$ cat src/rtl/sram_ctrl_pkg.sv
package sram_ctrl_pkg;
  typedef enum logic [2:0] {
    ST_IDLE,
    ST_SETUP,
    ST_RD_ACC,
    ST_RD_TURN,
    ST_WR_PULSE,
    ST_WR_HOLD
  } ctrl_state_e;
endpackage

$ cat src/rtl/sram_interval_cnt.sv
module sram_interval_cnt #(
  parameter int CNT_W = 2
) (
  input  logic             clk_i,
  input  logic             rst_ni,
  input  logic             load_i,
  input  logic [CNT_W-1:0] load_val_i,
  output logic             expired_o
);
  logic [CNT_W-1:0] cnt_q;

  always_ff @(posedge clk_i or negedge rst_ni) begin
    if (!rst_ni)               cnt_q <= '0;
    else if (load_i)           cnt_q <= load_val_i;
    else if (cnt_q != '0)      cnt_q <= cnt_q - 1'b1;
  end

  assign expired_o = (cnt_q == '0);

  // counter saturates at zero so an idle wait never wraps
  AST_CNT_SATURATE: assert property (@(posedge clk_i) disable iff (!rst_ni)
    (!load_i && expired_o) |=> expired_o);
endmodule

$ cat src/rtl/sram_pin_drive.sv
module sram_pin_drive
  import sram_ctrl_pkg::*;
(
  input  logic        clk_i,
  input  logic        rst_ni,
  input  ctrl_state_e state_nxt_i,
  output logic        ce_no,
  output logic        we_no,
  output logic        oe_no,
  output logic        dq_oe_o
);
  // registered pins: decoded from next state, so no decode glitches reach the bus
  always_ff @(posedge clk_i or negedge rst_ni) begin
    if (!rst_ni) begin
      ce_no   <= 1'b1;
      we_no   <= 1'b1;
      oe_no   <= 1'b1;
      dq_oe_o <= 1'b0;
    end else begin
      ce_no   <= !(state_nxt_i == ST_RD_ACC || state_nxt_i == ST_WR_PULSE);
      we_no   <= !(state_nxt_i == ST_WR_PULSE);
      oe_no   <= !(state_nxt_i == ST_RD_ACC);
      dq_oe_o <= (state_nxt_i == ST_WR_PULSE) || (state_nxt_i == ST_WR_HOLD);
    end
  end

  AST_WE_NEEDS_CE: assert property (@(posedge clk_i) disable iff (!rst_ni)
    !we_no |-> !ce_no);
  AST_OE_OFF_IN_WRITE: assert property (@(posedge clk_i) disable iff (!rst_ni)
    !oe_no |-> (we_no && !ce_no));
  AST_NO_BUS_FIGHT: assert property (@(posedge clk_i) disable iff (!rst_ni)
    dq_oe_o |-> (oe_no && $past(oe_no)));
endmodule

$ cat src/rtl/sram_async_ctrl.sv
module sram_async_ctrl
  import sram_ctrl_pkg::*;
#(
  parameter int ADDR_W    = 17,
  parameter int DATA_W    = 8,
  parameter int SETUP_CYC = 1,
  parameter int ACC_CYC   = 2,
  parameter int WP_CYC    = 2,
  parameter int TURN_CYC  = 1
) (
  input  logic              clk_i,
  input  logic              rst_ni,
  input  logic              req_i,
  input  logic              we_i,
  input  logic [ADDR_W-1:0] addr_i,
  input  logic [DATA_W-1:0] wdata_i,
  output logic [DATA_W-1:0] rdata_o,
  output logic              done_o,
  output logic [ADDR_W-1:0] mem_addr_o,
  output logic              mem_ce_no,
  output logic              mem_we_no,
  output logic              mem_oe_no,
  output logic [DATA_W-1:0] mem_dq_o,
  input  logic [DATA_W-1:0] mem_dq_i,
  output logic              mem_dq_oe_o
);
  localparam int MAX_SA  = (SETUP_CYC > ACC_CYC) ? SETUP_CYC : ACC_CYC;
  localparam int MAX_WT  = (WP_CYC > TURN_CYC) ? WP_CYC : TURN_CYC;
  localparam int MAX_CYC = (MAX_SA > MAX_WT) ? MAX_SA : MAX_WT;
  localparam int CNT_W   = (MAX_CYC < 2) ? 1 : $clog2(MAX_CYC);
  localparam int WLO_W   = $clog2(WP_CYC + 2);

  ctrl_state_e      state_q, state_d;
  logic             cnt_load, cnt_expired;
  logic [CNT_W-1:0] cnt_val;
  logic             accept, capture, done_d;
  logic             op_wr_q;

  initial begin
    if (SETUP_CYC < 1 || ACC_CYC < 1 || WP_CYC < 1 || TURN_CYC < 1)
      $error("sram_async_ctrl: every cycle count must be at least 1");
  end

  sram_interval_cnt #(.CNT_W(CNT_W)) u_cnt (
    .clk_i      (clk_i),
    .rst_ni     (rst_ni),
    .load_i     (cnt_load),
    .load_val_i (cnt_val),
    .expired_o  (cnt_expired)
  );

  always_comb begin
    state_d  = state_q;
    cnt_load = 1'b0;
    cnt_val  = '0;
    accept   = 1'b0;
    capture  = 1'b0;
    done_d   = 1'b0;
    unique case (state_q)
      ST_IDLE: if (req_i) begin
        accept   = 1'b1;
        state_d  = ST_SETUP;
        cnt_load = 1'b1;
        cnt_val  = CNT_W'(SETUP_CYC - 1);
      end
      ST_SETUP: if (cnt_expired) begin
        cnt_load = 1'b1;
        if (op_wr_q) begin
          state_d = ST_WR_PULSE;
          cnt_val = CNT_W'(WP_CYC - 1);
        end else begin
          state_d = ST_RD_ACC;
          cnt_val = CNT_W'(ACC_CYC - 1);
        end
      end
      ST_RD_ACC: if (cnt_expired) begin
        capture  = 1'b1;
        done_d   = 1'b1;
        state_d  = ST_RD_TURN;
        cnt_load = 1'b1;
        cnt_val  = CNT_W'(TURN_CYC - 1);
      end
      ST_RD_TURN: if (cnt_expired) state_d = ST_IDLE;
      ST_WR_PULSE: if (cnt_expired) begin
        state_d  = ST_WR_HOLD;
        cnt_load = 1'b1;
      end
      ST_WR_HOLD: begin
        state_d = ST_IDLE;
        done_d  = 1'b1;
      end
      default: state_d = ST_IDLE;
    endcase
  end

  always_ff @(posedge clk_i or negedge rst_ni) begin
    if (!rst_ni) begin
      state_q    <= ST_IDLE;
      op_wr_q    <= 1'b0;
      mem_addr_o <= '0;
      mem_dq_o   <= '0;
      rdata_o    <= '0;
      done_o     <= 1'b0;
    end else begin
      state_q <= state_d;
      done_o  <= done_d;
      if (accept) begin
        op_wr_q    <= we_i;
        mem_addr_o <= addr_i;
        mem_dq_o   <= wdata_i;
      end
      if (capture) rdata_o <= mem_dq_i;
    end
  end

  sram_pin_drive u_pins (
    .clk_i       (clk_i),
    .rst_ni      (rst_ni),
    .state_nxt_i (state_d),
    .ce_no       (mem_ce_no),
    .we_no       (mem_we_no),
    .oe_no       (mem_oe_no),
    .dq_oe_o     (mem_dq_oe_o)
  );

  // write-pulse width tracker for the assertion below
  logic [WLO_W-1:0] we_lo_cnt;
  always_ff @(posedge clk_i or negedge rst_ni) begin
    if (!rst_ni)         we_lo_cnt <= '0;
    else if (!mem_we_no) we_lo_cnt <= we_lo_cnt + 1'b1;
    else                 we_lo_cnt <= '0;
  end

  AST_ADDR_QUIET: assert property (@(posedge clk_i) disable iff (!rst_ni)
    !$stable(mem_addr_o) |-> (mem_ce_no && mem_we_no && $past(mem_ce_no) && $past(mem_we_no)));
  AST_WP_WIDTH: assert property (@(posedge clk_i) disable iff (!rst_ni)
    $rose(mem_we_no) |-> (we_lo_cnt == WLO_W'(WP_CYC)));
  AST_DONE_PULSE: assert property (@(posedge clk_i) disable iff (!rst_ni)
    done_o |=> !done_o);
  AST_RDATA_HOLD: assert property (@(posedge clk_i) disable iff (!rst_ni)
    !$stable(rdata_o) |-> (done_o && !$past(mem_oe_no)));
endmodule

$ cat config.mk
export PLATFORM = sky130hd
export DESIGN_NAME = sram_async_ctrl
export DESIGN_NICKNAME = d
export VERILOG_FILES = /design/src/rtl/sram_ctrl_pkg.sv /design/src/rtl/sram_interval_cnt.sv /design/src/rtl/sram_pin_drive.sv /design/src/rtl/sram_async_ctrl.sv
export SDC_FILE = /design/constraint.sdc
export NUM_CORES = 1
export LEC_CHECK = 0
export CAP_MARGIN = 20
export CORE_MARGIN = 2
export CORE_UTILIZATION = 45
export DETAILED_ROUTE_END_ITERATION = 10
export PLACE_DENSITY = 0.83
export SYNTH_ARGS = -nofsm -noshare
export SYNTH_HDL_FRONTEND = slang
export SYNTH_HIERARCHICAL = 1
export SYNTH_SLANG_ARGS = --single-unit
$ cat constraint.sdc
create_clock -name clk_i -period 4.7 [get_ports clk_i]
set_clock_uncertainty 0.2 [all_clocks]
set_input_delay 0.94 -clock clk_i [delete_from_list [all_inputs] [get_ports clk_i]]
set_output_delay 0.94 -clock clk_i [all_outputs]
set_load 0.02 [all_outputs]
# Yosys cells after proc, flatten, opt, wreduce, memory -nomap -nowiden
# Index checks and enable logic that the tools add are counted.
[classes]
mux = 16
addsub = 1
eq_ne = 8
reduce_logical = 7
[op_table]
columns = ["operator", "n"]
rows = [
  ["2-to-1 mux 3 bit", 6],
  ["one-hot mux 3 bit (5 select lines)", 1],
  ["equality test 3 bit, second input constant", 4],
  ["equality test 3 x 2 -> 1 bit, second input constant", 3],
  ["2-to-1 mux 1 bit", 7],
  ["one-hot mux 1 bit (2 select lines)", 2],
  ["equality test 3 x 1 -> 1 bit, second input constant", 1],
  ["logical NOT 1 bit", 3],
  ["logical NOT 3 bit", 1],
  ["OR reduction 3 bit", 1],
  ["logical OR 1 bit", 2],
  ["subtractor 1 bit, second input constant", 1],
]
[word_totals]
wordCells = 43
output_inout_bits = 38
reg_bits = 43

# Depth between registers and ports, before layout
# Gate-level depths: netlist of the first run.
[depth]
word_depth = 6
ltp_mapped = 6

# Modules after synthesis
# Netlist of the first run, hierarchy kept.
[modules_own_cells]
columns = ["mod", "area_each_um2", "cells_per_inst", "seq_area_each_um2", "instances"]
rows = [
  ["sram_async_ctrl", 1600.3, 93, 950.9, 1],
  ["sram_pin_drive", 145.1, 10, 103.8, 1],
  ["sram_interval_cnt", 35.0, 3, 25.0, 1],
]

# Worst setup path after synthesis of the first run
# Ideal clock, no wire load.
[synth_path]
path_type = "input -> register"
start = "in req_i"
end = "reg mem_addr_o[0]"
path_stages = 3
setup_slack_ns = 2.502
arrival_time_ns = 1.873
path_buffers = 1
setup_ns = 0.125
required_ns = 4.375
cell_sequence = "nor4b_4 -> buf_6 -> mux2_4"
[synth_between]
elab_chain_cells = 2
[synth_lines]
columns = ["item", "line_no", "rtl"]
rows = [
  ["from (decl)", "sram_async_ctrl.sv:13", "input logic req_i,"],
  ["2-to-1 mux 1 bit", "sram_async_ctrl.sv:60", "ST_IDLE: if (req_i) begin"],
  ["2-to-1 mux 1 bit", "sram_async_ctrl.sv:59", "unique case (state_q)"],
  ["to (signal assigned)", "sram_async_ctrl.sv:109", "mem_addr_o <= addr_i;"],
  ["to (decl)", "sram_async_ctrl.sv:19", "output logic [ADDR_W-1:0] mem_addr_o,"],
]
# No other way between the ends.
# A chain may end at the register's enable or synchronous reset.

# Worst setup path after layout of the first run
[layout_path]
start = "reg u_pins.ce_no"
end = "out mem_ce_no"
[layout_rtl]
columns = ["item", "line_no", "rtl"]
rows = [
  ["from (decl)", "sram_pin_drive.sv:7", "output logic ce_no,"],
  ["from (signal assigned)", "sram_pin_drive.sv:20", "ce_no <= !(state_nxt_i == ST_RD_ACC || state_nxt_i == ST_WR_PULSE);"],
  ["to (decl)", "sram_async_ctrl.sv:20", "output logic mem_ce_no,"],
]
# No word-level cell between the ends.

==> results of run 1 <==
## final timing paths
| check | startpoint | end | slack [ns] |
|---|---|---|---|
| worst max-delay path | u_pins/ce_no | mem_ce_no | 2.17 |
| min in group asynchronous | rst_ni | rdata_o[5] | 0.58 |
| worst max register to register | state_q[0] | mem_addr_o[6] | 2.77 |
| max in group asynchronous | rst_ni | mem_addr_o[8] | 3.16 |
| worst min-delay path | mem_addr_o[11] | mem_addr_o[11] | 0.31 |
| worst min register to register | mem_addr_o[11] | mem_addr_o[11] | 0.31 |
## area by class of cell
type	instances	area [um2]
clock inverters	1	7.507
fillers	276	1100
clock buffers	7	96.34
flip-flops and latches	43	1080
multi-input cells	56	649.4
inverters	2	7.507
repair buffers	75	743.2
well taps	48	60.06
## per-layer routing
layer / global-route usage [%] / routed length [um] / share of wire, % / vias up
li1: - / - / - / 523
met4: 6.633 / 68 / 1.9 / 0
met3: 4.223 / 157 / 4.3 / 8
met1: 19.58 / 1372 / 37 / 579
met5: 0 / 0 / 0 / -
met2: 31.25 / 2065 / 56 / 32
## cell usage after synthesis, drive strengths merged (2+ instances only)
cell,n
dfstp,3
dfrtp,40
a211o,2
buf,5
nand2b,2
a21oi,2
nor2b,2
inv,2
nor2,2
mux2,35
and4bb,2
## registers in the layout (all words and copies together) (netlist names), 3 cells and up
signal / flops
mem_addr_o: 17
rdata_o: 8
state_q: 3
mem_dq_o: 8
## where the power goes
part	switching, uW	internal (uW)
combinational	425	570
sequential	120	558
clock	117	134
## per-stage QoR
step | hold slack [ns] | util, % | area (um2)
6_report | 0.3079 | 70.62 | 2644
5_1_grt | 0.3257 | 70.62 | 2644
4_1_cts | 0.3133 | 70.62 | 2644
3_5_place_dp | 0.2951 | 67.85 | 2540
3_3_place_gp | 0.2907 | 67.85 | 2540
2_1_floorplan | 0.2972 | - | 1780
## logic make-up (layout without fill, tap and decap cells)
family                 count (synthesis)  after routing  synth area share [%]
AOI/OAI and AO/OA                      7              7                 3.022
muxes                                 35             35                 26.35
and+or+nand+nor                       14             14                 7.098
DFF                                   43             43                 60.65
buffers and inverters                  7             85                 2.881
==> impl_results.md, run 1 <==
- Status: complete, no violations
- DRC Markers: 0
- IO Pins: 75
- Min-delay worst type: reg2reg
- Worst-margin pin slew: 0.9060 ns
- P&R area growth vs syn: 48.49%
- Antenna cell count: 0
- TritonCTS Buffers: 5
- Most frequent cells in the layout: 73 x clkdlybuf4s50_1, 40 x dfrtp_1, 20 x mux2_4
- R2R depth: 3
- Placeable Area: 0.003744 mm2
- Number of synthesized flops with an enable pin: 0
- Sink Count: 43
- Post-synthesis cell type count: 23
- Postcts setup bufs: 0
- Synth Flop Type: dfrtp_1
- Pwr/cell area: between 700 and 800 mW/mm2
- CTS tree: yes
- First-pass GRT wire length: 5.609 mm
- Worst path depth: 1
- CP peak stage delay: slightly below 0.6 ns
- Fmax: just under 400 MHz
- Via count: 1142
- Post-route ant nets: 0
- Drt total wl: around 3.7 mm
- Post-synth top area cell: dfrtp_1
- Initial antenna violation count: 0
- Die W: 66.90 um
- Share of the synthesized area in the top cell type: 56.22%
- Hold buffer count at CTS: 0
- Register clock-pin slew on the reported worst setup and hold paths: 0.08 ns
- Chip Height: 66.90 um
- CP max stage cell: clkdlybuf4s50_1
- Hold violation count in the final report: 0
- Final #Nets: 220
- Worst-skew pair later-pin latency: roughly 0.28 ns
- Synth Register Bits: 43
- CP Max Fanout: 1
- Endpoints failing setup: 0
- Overall power: 1923 uW
- H-tree depth: 2
- Crit path arrival time: 1.39 ns
- RSZ-0062 raised after global routing: false
- CP Launch Type: flop
- Slew HR: 39.60%
- Seq/Total Area, Yosys: 60.65%
- Critical path, cell by cell: clkdlybuf4s50_1
- Clk buf depth: 2
- Worst Setup Path Type: reg2out
- Max IR drop VDD: 0.4473 mV
- CP Data Required Time: 3.56 ns
- Synth Net Count: 143
- CTS Root Cell: clkbuf_8
- Top cells by area, synth: dfrtp_1 56%, mux2_4 17%, mux2_2 9.5%
- Synth Instances: 106
- Post-Synthesis Cell Area: around 0.0018 mm2
- Place WS: 1.912 ns
- Routability Congestion: 0.7768
- Fin crit period: 2.530 ns
- Initial Util: 47.56%
- Setup ws final: 2.170 ns
- Drt first pass iters: 4
- Max-Cap Viols: 0
- Async set or reset register ratio after synthesis: 100.0%
- Vias per std cell: 4.922
- Placed Instances: 224
- Initial DRC count: 29
- Post-route setup TNS: 0 ns
- Avg Inst Size Synth: 16.80 um2
- Row count: 22
- WL per Instance: approximately 16 um
- Hold Path Stages: 1
- Most common cell after layout, fill and taps aside: clkdlybuf4s50_1
- Leakage: around 0.0011 uW
- GRT Total Usage: between 10% and 20%
- Vias in the first global route: 1185
- Die ar.: between 0.004 and 0.005 mm2
- CP bufs+invs: 1
- Port bufs: between 70 and 80
- Max-slew violations: 0
- Fin cells: 232
- Crit end category: output port
- Fraction of the cycle the final worst path needs: a little over half
- CP delay by family, top: buffers and inverters
- GRT Residual Overflow: 0
- Hpwl dp: ~2.8 mm
- YS warnings: 6
- Post-CTS sizing: 0
- Fraction of layout cells with a size suffix above 1: 29.35%
- Largest net degree at the start of global routing: 44
(Power assumes the default switching activity.)
==> inputs of run 2 (changes only) <==
- CORE_UTILIZATION: 45 -> 38
- PLACE_DENSITY: 0.83 -> 0.75
- clock period: 4.7 -> 2.1 ns (I/O delays scaled with it)
==> impl_results.md, run 2 (synthesized netlist as in run 1, its figures left out) <==
- Port bufs: 74 (unchanged)
- Slew HR: 67.71% (+28 points)
- R2R depth: 6 (+3)
- Max IR drop VDD: 0.7080 mV (+58%)
- Hold Path Stages: 1 (unchanged)
- Reg-to-Reg Start: u_cnt/cnt_q
- Placed inst area: 0.002585 mm2 (+1.8%)
- CTS tree: yes
- Critical Path Source: u_pins/oe_no
- Worst-margin pin slew: 0.4843 ns (-0.4217 ns)
- CP Max Fanout: 1 (unchanged)
- Initial DRC count: 72 (+150%)
- CP delay by family, top: buffers and inverters
- Drt total wl: 3.743 mm (+2.2%)
- Vias per std cell: 4.854 (-1.4%)
- IO Pins: 75 (unchanged)
- Fin crit period: around 2.0 ns
- Placeable Area: 0.004444 mm2 (+19%)
- Clk buf depth: 2 (unchanged)
- Initial Util: 40.06% (-7.5 points)
- Die ar.: 0.005249 mm2 (+17%)
- CP Launch Type: flop
- Antenna cell count: 0 (unchanged)
- Leakage: 0.001147 uW (+1.2%)
- Largest Register: mem_addr_o
- Hold Startpoint: rdata_o[2]
- Status: complete, no violations
- Crit path arrival time: 1.41 ns (+0.02 ns)
- Drt first pass iters: 5 (+1)
- Routability Congestion: 0.7284 (-6.2%)
- Post-route ant nets: 0 (unchanged)
- Hold violation count in the final report: 0 (unchanged)
- Final #Nets: 223 (+1.4%)
- Fraction of layout cells with a size suffix above 1: 28.88% (-0.47 points)
- RSZ-0062 raised after global routing: false
- Worst Setup Path Type: reg2out
- Post-Layout Inst Area: 0.002676 mm2 (+1.2%)
- Fmax: just under 500 MHz
- Endpoints failing setup: 0 (unchanged)
- Min-delay worst type: reg2reg
- TritonCTS Buffers: 5 (unchanged)
- Max reg flops: 17 (unchanged)
- Sink Count: 43 (unchanged)
- Fin Hold WS: 0.3121 ns (+0.004235 ns)
- Register clock-pin slew on the reported worst setup and hold paths: 0.08 ns (about the same)
- Crit end category: output port
- Postcts setup bufs: 0 (unchanged)
- Most frequent cells in the layout: 73 x clkdlybuf4s50_1, 40 x dfrtp_1, 20 x mux2_4
- Die W: 72.45 um (+8.3%)
- Vias in the first global route: 1249 (+5.4%)
- Initial antenna violation count: 0 (unchanged)
- Most common cell after layout, fill and taps aside: clkdlybuf4s50_1
- P&R area growth vs syn: 50.32%
- Hpwl dp: 2.818 mm (+2.0%)
- Chip Height: 72.45 um (+8.3%)
- Largest net degree at the start of global routing: 27 (-39%)
- Row count: 24 (+9.1%)
- DRC Markers: 0 (unchanged)
- Overall power: 4284 uW (+120%)
- Fraction of the cycle the final worst path needs: 96.54%
- CTS Root Cell: clkbuf_8
- Post-CTS sizing: 0 (unchanged)
- CP max stage cell: clkdlybuf4s50_1
- CP Data Required Time: 1.48 ns (-2.08 ns)
- CP bufs+invs: 1 (unchanged)
- Critical path, cell by cell: clkdlybuf4s50_1
- Post-route setup TNS: 0 ns (unchanged)
- FF-to-FF End: u_pins/ce_no
- Worst reg-to-reg setup slack: 0.31 ns (-2.46 ns)
- Worst-skew pair later-pin latency: 0.29 ns (about the same)
- Max-Cap Viols: 0 (unchanged)
- H-tree depth: 2 (unchanged)
- Via count: 1160 (+1.6%)
- GRT Total Usage: 15.26% (-2.1 points)
- CP peak stage delay: 0.60 ns (about the same)
- Hold buffer count at CTS: 1 (+1)
- First-pass GRT wire length: 6.072 mm (+8.3%)
- GRT Residual Overflow: 0 (unchanged)
- Pwr/cell area: 1601 mW/mm2 (+120%)
- Top flop regs: mem_addr_o (17), mem_dq_o (8), rdata_o (8)
- WL per Instance: 15.66 um (-0.81%)
- End of the worst hold path: rdata_o[2]
- Max-slew violations: 0 (unchanged)
run 2: cell count changes in the layout (fill, tap and decap cells not counted):
| cell | previous run | this run |
|---|---|---|
| clkinvlp_4 | 1 | 0 |
| dlygate4sd3_1 | 0 | 1 |
| clkbuf_1 | 0 | 2 |
| clkinv_2 | 0 | 1 |
| buf_12 | 0 | 2 |
| clkbuf_8 | 7 | 5 |
run 2: power by group:
group	internal, uW	switching [uW]	leakage (uW)
Combinational	1310	963	0.000594
Sequential	1250	257	0.000511
Clock	234	270	0.0000422
run 2: metrics by stage:
step | worst slack, ns | utilization, % | instances
after floorplan | 0.2876 | - | 106
after global placement | 0.02725 | 58.16 | 230
after detailed placement | 0.0008603 | 58.16 | 230
after CTS | 0.05902 | 60.22 | 239
after global routing | 0.03573 | 60.22 | 239
final | 0.07264 | 60.22 | 239
run 2: area by class of cell:
type                       instances  area [um2]
clock buffer                       7       76.32
clock inverter                     1       5.005
fill                             339        1768
inverter                           2       7.507
multi-input combinational         56       649.4
sequential                        43        1080
tap                               52       65.06
timing repair buffer              78       793.3
run 2: metal layers:
layer	up-vias	GRT usage, %	part of all wire, %
li1	527	-	-
met1	590	18.12	40
met2	36	26.50	54
met3	7	2.500	4.0
met4	0	8.025	2.3
met5	-	0	0
run 2: worst max-delay path by stage:
stage / end / cells past startpoint
3_3_place_gp: mem_addr_o[8] / 4
5_1_grt: mem_oe_no / 1
6_report: mem_oe_no / 1
3_5_place_dp: mem_addr_o[11] / 4
2_1_floorplan: mem_addr_o[0] / 4
4_1_cts: mem_oe_no / 1
